==> config.mk <==
export PLATFORM = sky130hd
export DESIGN_NAME = mbx_array
export DESIGN_NICKNAME = d
export VERILOG_FILES = /design/src/rtl/mbx_pkg.sv /design/src/rtl/mbx_slot.sv /design/src/rtl/mbx_irq_gen.sv /design/src/rtl/mbx_array.sv
export SDC_FILE = /design/constraint.sdc
export NUM_CORES = 1
export LEC_CHECK = 0
export BUFFER_PORTS_ARGS = -buffer_cell sky130_fd_sc_hd__buf_2
export CAP_MARGIN = 20
export CORE_AREA = 4 4 108 136
export DETAILED_ROUTE_END_ITERATION = 10
export DIE_AREA = 0 0 112 140
export HOLD_SLACK_MARGIN = 0.15
export PLACE_DENSITY = 0.81
export SLEW_MARGIN = 25
export SYNTH_ARGS = -nofsm -noshare
export SYNTH_HDL_FRONTEND = slang
export SYNTH_SLANG_ARGS = --single-unit
==> constraint.sdc <==
create_clock -name clk -period 6.7 [get_ports clk]
set_clock_uncertainty 0.15 [all_clocks]
set_input_delay 2.01 -clock clk [delete_from_list [all_inputs] [get_ports clk]]
set_output_delay 2.01 -clock clk [all_outputs]
set_load 0.02 [all_outputs]
==> src/rtl/mbx_pkg.sv <==
package mbx_pkg;

    localparam int unsigned DATA_W   = 32;
    localparam int unsigned ADDR_W   = 16;
    localparam int unsigned COND_W   = 16;
    localparam int unsigned FULL_BIT = 31;
    localparam int unsigned MAX_MBOX = 8;

    localparam logic [ADDR_W-1:0] IE_BASE     = 16'h0100;
    localparam logic [ADDR_W-1:0] STATUS_ADDR = 16'h0304;
    localparam logic [ADDR_W-1:0] CAPS_ADDR   = 16'h0380;
    localparam logic [ADDR_W-1:0] MBOX_BASE   = 16'h1000;
    localparam int unsigned       WIN_LG      = 8;

    localparam logic [7:0] OFS_WORD     = 8'h00;
    localparam logic [7:0] OFS_FULL_EN  = 8'h04;
    localparam logic [7:0] OFS_EMPTY_EN = 8'h08;

    typedef enum logic [2:0] {
        SEL_NONE,
        SEL_MBOX,
        SEL_IE,
        SEL_STATUS,
        SEL_CAPS
    } sel_e;

    typedef struct packed {
        sel_e       sel;
        logic [3:0] idx;
        logic [7:0] ofs;
    } dec_t;

    function automatic dec_t decode(input logic [ADDR_W-1:0] addr,
                                    input int n_mbox, input int n_irq);
        dec_t d;
        logic [ADDR_W-1:0] rel;
        d.sel = SEL_NONE;
        d.idx = '0;
        d.ofs = '0;
        rel   = addr - MBOX_BASE;
        if (addr == STATUS_ADDR) begin
            d.sel = SEL_STATUS;
        end else if (addr == CAPS_ADDR) begin
            d.sel = SEL_CAPS;
        end else if (addr >= IE_BASE && addr[1:0] == 2'b00 &&
                     int'(addr - IE_BASE) < 4 * n_irq) begin
            d.sel = SEL_IE;
            d.idx = 4'((addr - IE_BASE) >> 2);
        end else if (addr >= MBOX_BASE && int'(rel >> WIN_LG) < n_mbox) begin
            d.sel = SEL_MBOX;
            d.idx = 4'(rel >> WIN_LG);
            d.ofs = rel[7:0];
        end
        return d;
    endfunction

    function automatic logic [DATA_W-1:0] caps_word(input int n_mbox, input int n_a,
                                                    input int n_b, input int n_db,
                                                    input int n_irq);
        return {12'h000, 4'(n_irq), 4'(n_db), 4'(n_b), 4'(n_a), 4'(n_mbox)};
    endfunction

    function automatic logic [COND_W-1:0] impl_mask(input int n_mbox);
        logic [7:0] m;
        m = 8'((9'd1 << n_mbox) - 9'd1);
        return {m, m};
    endfunction

endpackage

==> src/rtl/mbx_slot.sv <==
module mbx_slot
    import mbx_pkg::*;
#(
    parameter bit HAS_LOCAL_EN = 1'b1
) (
    input  logic              clk,
    input  logic              rst,
    input  logic              wr_en,
    input  logic [7:0]        ofs,
    input  logic [DATA_W-1:0] wdata,
    output logic [DATA_W-1:0] word_o,
    output logic              full_o,
    output logic              full_en_o,
    output logic              empty_en_o
);

    logic [DATA_W-1:0] word_q;

    always_ff @(posedge clk) begin
        if (rst)                            word_q <= '0;
        else if (wr_en && ofs == OFS_WORD)  word_q <= wdata;
    end

    assign word_o = word_q;
    assign full_o = word_q[FULL_BIT];

    generate
        if (HAS_LOCAL_EN) begin : g_local
            logic full_en_q, empty_en_q;
            always_ff @(posedge clk) begin
                if (rst) begin
                    full_en_q  <= 1'b0;
                    empty_en_q <= 1'b0;
                end else if (wr_en) begin
                    if (ofs == OFS_FULL_EN)  full_en_q  <= wdata[0];
                    if (ofs == OFS_EMPTY_EN) empty_en_q <= wdata[0];
                end
            end
            assign full_en_o  = full_en_q;
            assign empty_en_o = empty_en_q;
        end else begin : g_nolocal
            assign full_en_o  = 1'b1;
            assign empty_en_o = 1'b1;
        end
    endgenerate


    clear_empties_chk: assert property (@(posedge clk) disable iff (rst)
        (wr_en && ofs == OFS_WORD && wdata == '0) |=> (word_o == '0 && !full_o));


    idle_hold_chk: assert property (@(posedge clk) disable iff (rst)
        !wr_en |=> $stable(word_o));

endmodule

==> src/rtl/mbx_irq_gen.sv <==
module mbx_irq_gen
    import mbx_pkg::*;
#(
    parameter int N_MBOX = 4,
    parameter int N_IRQ  = 2
) (
    input  logic                    clk,
    input  logic                    rst,
    input  logic                    ie_wr,
    input  logic [3:0]              ie_idx,
    input  logic [DATA_W-1:0]       wdata,
    input  logic [COND_W-1:0]       cond,
    input  logic [COND_W-1:0]       gate,
    output logic [N_IRQ*COND_W-1:0] ie_flat,
    output logic [N_IRQ-1:0]        irq_o
);

    localparam logic [COND_W-1:0] IMPL = impl_mask(N_MBOX);

    logic [COND_W-1:0] live;
    assign live = cond & gate;

    generate
        for (genvar n = 0; n < N_IRQ; n++) begin : g_out
            logic [COND_W-1:0] ie_q;
            always_ff @(posedge clk) begin
                if (rst)                                  ie_q <= '0;
                else if (ie_wr && ie_idx == 4'(n))        ie_q <= wdata[COND_W-1:0] & IMPL;
            end
            assign ie_flat[n*COND_W +: COND_W] = ie_q;
            assign irq_o[n] = |(live & ie_q);


            masked_off_chk: assert property (@(posedge clk) disable iff (rst)
                (ie_q == '0) |-> !irq_o[n]);


            level_hold_chk: assert property (@(posedge clk) disable iff (rst)
                (irq_o[n] && !ie_wr) |=>
                    (irq_o[n] || cond != $past(cond) || gate != $past(gate)));
        end
    endgenerate

endmodule

==> src/rtl/mbx_array.sv <==
module mbx_array
    import mbx_pkg::*;
#(
    parameter int N_MBOX       = 4,
    parameter int N_IRQ        = 2,
    parameter bit HAS_LOCAL_EN = 1'b1,
    parameter int N_RES_A      = 2,
    parameter int N_RES_B      = 1,
    parameter int N_DOORBELL   = 3
) (
    input  logic              clk,
    input  logic              rst,
    input  logic              bus_req,
    input  logic              bus_we,
    input  logic [15:0]       bus_addr,
    input  logic [31:0]       bus_wdata,
    output logic [31:0]       bus_rdata,
    output logic [N_IRQ-1:0]  irq_o
);

    localparam logic [DATA_W-1:0] CAPS = caps_word(N_MBOX, N_RES_A, N_RES_B, N_DOORBELL, N_IRQ);

    dec_t dec;
    assign dec = decode(bus_addr, N_MBOX, N_IRQ);

    logic                    wr, rd;
    logic [DATA_W-1:0]       words [N_MBOX];
    logic [N_MBOX-1:0]       full, full_en, empty_en;
    logic [COND_W-1:0]       status, gate;
    logic [N_IRQ*COND_W-1:0] ie_flat;
    logic [DATA_W-1:0]       rd_mux, rdata_q;

    assign wr = bus_req && bus_we;
    assign rd = bus_req && !bus_we;

    generate
        for (genvar i = 0; i < N_MBOX; i++) begin : g_mbox
            mbx_slot #(.HAS_LOCAL_EN(HAS_LOCAL_EN)) u_slot (
                .clk        (clk),
                .rst        (rst),
                .wr_en      (wr && dec.sel == SEL_MBOX && dec.idx == 4'(i)),
                .ofs        (dec.ofs),
                .wdata      (bus_wdata),
                .word_o     (words[i]),
                .full_o     (full[i]),
                .full_en_o  (full_en[i]),
                .empty_en_o (empty_en[i])
            );
        end
    endgenerate

    always_comb begin
        status = '0;
        gate   = '0;
        for (int i = 0; i < N_MBOX; i++) begin
            status[i]   = !full[i];
            status[8+i] = full[i];
            gate[i]     = empty_en[i];
            gate[8+i]   = full_en[i];
        end
    end

    mbx_irq_gen #(.N_MBOX(N_MBOX), .N_IRQ(N_IRQ)) u_irq (
        .clk     (clk),
        .rst     (rst),
        .ie_wr   (wr && dec.sel == SEL_IE),
        .ie_idx  (dec.idx),
        .wdata   (bus_wdata),
        .cond    (status),
        .gate    (gate),
        .ie_flat (ie_flat),
        .irq_o   (irq_o)
    );

    always_comb begin
        rd_mux = '0;
        unique case (dec.sel)
            SEL_STATUS: rd_mux = {16'h0000, status};
            SEL_CAPS:   rd_mux = CAPS;
            SEL_IE: begin
                for (int n = 0; n < N_IRQ; n++)
                    if (dec.idx == 4'(n)) rd_mux = {16'h0000, ie_flat[n*COND_W +: COND_W]};
            end
            SEL_MBOX: begin
                for (int i = 0; i < N_MBOX; i++) begin
                    if (dec.idx == 4'(i)) begin
                        if (dec.ofs == OFS_WORD) rd_mux = words[i];
                        else if (HAS_LOCAL_EN && dec.ofs == OFS_FULL_EN)  rd_mux = {31'h0, full_en[i]};
                        else if (HAS_LOCAL_EN && dec.ofs == OFS_EMPTY_EN) rd_mux = {31'h0, empty_en[i]};
                    end
                end
            end
            default: rd_mux = '0;
        endcase
    end

    always_ff @(posedge clk) begin
        if (rst)     rdata_q <= '0;
        else if (rd) rdata_q <= rd_mux;
    end

    assign bus_rdata = rdata_q;


    caps_read_chk: assert property (@(posedge clk) disable iff (rst)
        (rd && dec.sel == SEL_CAPS) |=> (bus_rdata == CAPS));


    unmapped_zero_chk: assert property (@(posedge clk) disable iff (rst)
        (rd && dec.sel == SEL_NONE) |=> (bus_rdata == '0));


    status_upper_chk: assert property (@(posedge clk) disable iff (rst)
        (rd && dec.sel == SEL_STATUS) |=> (bus_rdata[31:16] == '0 &&
            $countones(bus_rdata[15:0]) == N_MBOX));

endmodule

* Word level (Yosys, flattened, before mapping)
Cells that the tools add are included.
** Word-level totals
- Word-level logic and storage cells :: 97
- Register bits after elaboration :: 184
- Output and inout bits :: 34
** Operators by class
- $add $sub $neg :: 3
- $lt $le $gt $ge :: 4
- Bitwise operators :: 3
- Equality and inequality tests :: 11
- Reduce and logical (&&, ||, !) cells :: 35
- Mux-type cells :: 26
** Operator list (number)
- 32-bit two-way mux :: 15
- 32-bit one-hot mux with 4 select lines :: 1
- 12-bit two-way mux :: 3
- 16-bit by 12-bit bitwise AND with 16-bit output :: 2
- 16-bit by 10-bit == test with 1-bit output, second input constant :: 2
- 16-bit OR reduction :: 2
- 1-bit logical AND :: 17
- 17-bit by 5-bit < comparator with 1-bit output, second input constant :: 1
- 16-bit by 9-bit subtractor with 17-bit output, second input constant :: 1
- 16-bit by 13-bit >= comparator with 1-bit output, second input constant :: 1
- 16-bit by 9-bit >= comparator with 1-bit output, second input constant :: 1
- 2-bit AND reduction :: 8
- 16-bit by 13-bit subtractor with 16-bit output, second input constant :: 1
- 13-bit two-way mux :: 1
- 12-bit bitwise AND :: 1
- 4-bit by 2-bit == test with 1-bit output, second input constant :: 2
- 8-bit by 3-bit == test with 1-bit output, second input constant :: 1
- 8-bit by 4-bit == test with 1-bit output, second input constant :: 1
- 8-bit logical NOT :: 1
- 8-bit by 3-bit < comparator with 1-bit output, second input constant :: 1
- 8-bit two-way mux :: 1
- 7-bit two-way mux :: 1
- 3-bit by 2-bit == test with 1-bit output, second input constant :: 2
- 3-bit two-way mux :: 2
- 8 further kinds :: 13

* Logic depth before layout (Yosys ltp)
- Depth in word-level cells :: 25
- Mapped depth :: 11
- Mapped depth without buffers :: 9

* Cells and area by module
Synthesis repeated with hierarchy kept, for this count alone.
** Unflattened totals
- Cell total of the unflattened synthesis :: 1110
- Area, all modules :: 10217.3 um2
** By module, submodules not included
- mbx_slot :: seq. area each 680.7 um2, area each 1594.0 um2, times used 4, cells each 153
- mbx_array :: seq. area each 640.6 um2, area each 2900.3 um2, times used 1, cells each 400
- mbx_irq_gen :: seq. area each 320.3 um2, area each 940.9 um2, times used 1, cells each 98

* Least setup slack after synthesis
Ideal clock, no wire load.
- Path type :: input -> register
- From :: input port bus_addr[14]
- To :: register rdata_q[2] (netlist: bus_rdata[2])
- Setup slack :: 2.317 ns
- Path buffers :: 1
- Arrival :: 4.113 ns
- Library setup time :: 0.120 ns
- Stages on the path :: 8
- Cell sequence :: or4_4 > or4_4 > nor2_4 > a31oi_1 > buf_2 > a222oi_1 > nor2_1 > a211o_1
** Between the ends
- Cells in the longest elaborated chain, start to end :: 23
- Elaborated cells on any way between the ends :: 46
** RTL lines
- start, declared :: line mbx_array.sv:15 : input logic [15:0] bus_addr,
- parallel branches: the longest is 22 deep, another holds 16-bit by 9-bit subtractor with 17-bit output
- 32-bit one-hot mux with 4 select lines (*) :: line mbx_array.sv:77 : unique case (dec.sel)
- end signal, assigned :: line mbx_array.sv:99 : else if (rd) rdata_q <= rd_mux;
- end, declared :: line mbx_array.sv:31 : logic [DATA_W-1:0] rd_mux, rdata_q;
Every way passes the cells marked *.
A chain may end at the register's enable or synchronous reset.

* Worst setup path in the final report
- From :: input port bus_addr[3]
- To :: register g_mbox[1].u_slot.word_q[1]
** Between the ends
- Cells in the longest elaborated chain, start to end :: 11
- Elaborated cells on any way between the ends :: 25
** RTL lines
- parallel branches: the longest is 10 deep, another holds 16-bit by 9-bit subtractor with 17-bit output
- 1-bit logical AND (*) :: line mbx_slot.sv:21 : else if (wr_en && ofs == OFS_WORD) word_q <= wdata;
- end signal, assigned :: line mbx_slot.sv:21
- end, declared :: line mbx_slot.sv:17 : logic [DATA_W-1:0] word_q;
Marked as above.

==> summary.md <==
The initial cell density of the core came out at 58.2%. The detailed-route wire length per cell is 18.5 um. The critical path runs through a total of 9 cells.

Using the TritonRoute via totals, the vias-per-cell ratio works out to 6.16. At the later pin of the worst-skew pair, clock insertion delay measures 0.43 ns. Class of the tightest hold or removal check: register to register.

Counting every instance in the synthesized netlist gives 985. From synthesis to final layout, the design area changed by 14.5%. The die height came out at 140 um.

Counting cells, the worst reg-to-reg path comes to 4. Number of max-slew violations in the final report: 0. The cell family contributing the most delay on the critical path is simple AND/OR/NAND/NOR gates. Global routing used 28.9% of the available tracks across all layers. The tools report the reg-to-reg endpoint as bus_rdata[2]. After Yosys synthesis, and, or, nand and nor cells account for 23.1% of the synthesized area.

For the pin with the worst max-slew slack, the measured transition is 0.997 ns. The critical path contains buffers and inverters numbering 2 combined. The number of diodes was 0; the mean instance size in the synthesized netlist was 7.99 um^2. After clock tree synthesis, the flow added hold-fix buffers numbering 0. The floorplan step set the die width to 112 um.

The share of Yosys cell area claimed by the top area cell type was 46.8%; the share of final-layout standard cells stronger than drive strength 1 was 15.3%. The primary flip-flop cell chosen by synthesis mapping was dfxtp_1. The number of antenna violations at the first check in global routing is 0. The post-synthesis register bit count was 184.

The finished cells cover 9010 um^2. At the worst endpoint, the required time is 6.90 ns. CTS built an H-tree with a depth of 4. In this run the critical register-to-register path is launched from g_mbox[0].u_slot.word_o[2]. The first detailed-routing pass ran for 5 iterations. After synthesis, the largest family of logic cells by area is simple AND/OR/NAND/NOR gates.

The fraction of synthesized cell area in xor and xnor cells is 0.111%. Once detail routing completed, the nets flagged for antenna violations numbered 0. Across all layers, the routed design uses 7538 vias. Highest achievable clock rate: 195 MHz.

The beginning of the worst hold path was g_mbox[1].u_slot.word_o[28]. The region available for standard cell placement spans 13500 um^2. Setup violations remaining at the end of the flow were counted as 0. The maximum cell stage delay along the critical path came out at 0.66 ns.

By instance count, the cell type seen most on the critical path is nand2_1. The buffer cell driving the clock tree root was clkbuf_16. Data on the critical path arrives at its endpoint at 5.34 ns. The logs give 3890 um^2 for the total area of multi-input combinational cells and 104 for the largest net degree at the start of global routing. The critical path goes through buf_2 > nor3_1 > nand2_1 > o21ai_0 > nor2b_1 > and2_1 > buf_4 > nand2_1 > a21oi_1.

Summed over all instances, the cell type with the most area after synthesis is dfxtp_1. In this run the deepest clock path goes through 2 buffers. The clock buffer count from CTS is 17. Remaining design rule violation count: 0.

The share of the Yosys chip area taken by registers is 46.8%. TritonCTS built the clock tree. The share of the core filled with cells was 66.7%; the cell row count was 48. For this run, the number of Yosys warnings is 0. The first global-routing pass estimated 36.7 mm of wire.

In the final design database the tool counted 1089 nets. Summed over all layers, the global routing overflow is 0. The headroom to the max-slew limit is 33.3%, and the multiplexer share of the synthesized area is 2.16%. The number of enable-type register cells in the synthesized netlist came out at 0. Synthesis instantiated 60 different standard cells from the library. Setup repair after global routing left no endpoint under its margin. Counting instances in the post-synthesis netlist gives the leading cell types as nand2_1, dfxtp_1, a21oi_1, a22oi_1, clkbuf_1. The run finished with clean final reports. The floorplan step defined a die boundary enclosing 15700 um^2. The number of hold violations in the final report was 0. The worst setup path is of the input port to register kind. The path with the worst hold slack has its endpoint at g_mbox[1].u_slot.word_o[28]. The final critical path time including I/O delays and setup was 5.14 ns; the post-cts sizing count was 0.

The synthesized netlist devotes 23.1% of its cell area to compound gates. The final critical path takes up 76.7% of the cycle. The logs give 86 for the top-level I/O count and 1039 for the net count of the mapped netlist.

Clock tree synthesis found a total of 184 sinks. After detailed routing, the total wire length is 22.7 mm. Summing all flip-flop and latch instances after layout gives 3680 um^2. The detailed router finished its first iteration with 879 violations. In the post-synthesis netlist, the biggest area contributors are dfxtp_1, nand2_1, a21oi_1. After clock tree synthesis, the setup repair step added 0 buffers.

Along the worst path, the maximum fanout reaches 20. After detailed placement, the total cell area comes to 8380 um^2. The filler cells instantiated in the layout total 1175. STA classifies the critical path endpoint as a register. In this run the register-to-register setup slack is 5.20 ns.

The clock slew seen by the registers of the worst setup and hold paths was 0.06 ns. Yosys instantiated no cell more often than nand2_1. The synthesized cell area was 7870 um^2; the weighted congestion at the end of routability-driven global placement was 0.914. Counting flops with an async set or reset pin after synthesis yields a share of 0%.

The via count of the first global-routing pass came out at 7146. VDD sags by at most 0.193 mV. The analysis attributes to cell leakage a power of 0.00299 uW. The slowest stage of the critical path belongs to the cell nor3_1.

Port buffering added 85 buffers. The half-perimeter wire length after detailed placement is 14.6 mm. Adding up every negative setup slack in the final design gives 0 ns.

After Yosys synthesis, full adders, half adders and majority gates account for 0.318% of the synthesized area. Along the worst hold path, the cell count comes to 2. The overall power came out at 2180 uW. The max capacitance violation total came out at 0. STA classifies the critical path startpoint as an input port.

For this design the ratio of total power to cell area is 242 nW/um^2.
==> how the worst max path moves through the flow <==
| stage | end | from |
|---|---|---|
| global route | g_mbox[2].u_slot.word_o[12] | bus_addr[3] |
| floorplan | bus_rdata[2] | bus_addr[14] |
| CTS | g_mbox[3].u_slot.word_o[27] | bus_addr[14] |
| finish | g_mbox[1].u_slot.word_o[1] | bus_addr[3] |
| global placement | g_mbox[3].u_slot.word_o[18] | bus_addr[14] |
| detailed placement | g_mbox[3].u_slot.word_o[19] | bus_addr[14] |
==> power breakdown <==
part / total, uW / internal, uW / switching [uW]
Clock: 1010 / 589 / 421
Sequential: 1090 / 1090 / 0.253
Combinational: 74.1 / 19.4 / 54.7
Total: 2180 / 1700 / 476
==> registers in the layout, summed over array words and instances (netlist names) <==
name,flops
u_irq.g_out.ie_q,16
g_mbox.u_slot.full_en_o,4
g_mbox.u_slot.word_o,128
bus_rdata,32
g_mbox.u_slot.empty_en_o,4
==> cells in the final DEF, fill, tap and decap left out, types with 4 or more instances in the layout <==
cell type  Yosys  routed
a21oi_1      150     148
a221oi_1       4       4
a222oi_1       7       7
a22o_1         6       6
a22oi_1       50      50
a2bb2oi_1      7       7
a32oi_1        4       4
and2_1         5       6
buf_2         28      84
buf_4          3      18
clkbuf_16      0      17
clkbuf_8       0       4
clkinv_2       0       5
dfxtp_1      184     184
inv_1          5       5
mux2_2         8       8
mux2i_1        8       8
nand2_1      332     332
nand3_1       17      17
nand4_1        4       4
nor2_1        19      19
nor2b_1        7       7
nor3_1         7       7
nor4_1         4       4
o211ai_1       8       8
o21ai_1        4       4
o221ai_1      20      20
or3_1          6       6
==> cell families (layout without fill, tap and decap cells) <==
family	count (synthesis)	count (layout)
AND/OR/NAND/NOR	422	422
AO/OA/AOI/OAI	282	282
flip-flops	184	184
buffers and inverters	78	141
multiplexers	16	16
adder cells (fa/ha/maj)	2	2
XOR/XNOR	1	1
==> worst register-to-register path, cell delays in order (launching register included) <==
cell	delay [ns]
dfxtp_1	0.32
mux2_2	0.27
a222oi_1	0.31
nor2_1	0.12
a211o_1	0.23
==> cell type report <==
type,instances,area share [%]
clock buffers,21,5.33
clock inverters,11,1.33
inverters,5,0.208
multi-input cells,723,43.2
flip-flops and latches,184,40.9
well taps,175,2.43
repair buffers,104,6.60
==> routing by layer <==
metal / global-route usage (%) / vias up / wire [um]
met5: 0 / - / 0
met4: 12.2 / 0 / 643
met3: 4.49 / 57 / 1830
met2: 49.0 / 371 / 11200
met1: 36.7 / 3550 / 8970
li1: - / 3560 / -
==> metrics by stage <==
stage | std cells | worst slack, ns | hold slack (ns)
after CTS | 1222 | 1.63 | 0.302
final | 1223 | 1.56 | 0.304
after floorplan | 985 | 2.32 | 0.283
after global routing | 1223 | 1.31 | 0.320
after global placement | 1190 | 1.25 | 0.289
after detailed placement | 1190 | 1.17 | 0.293
No activity file was read; power rests on OpenSTA's default activity.
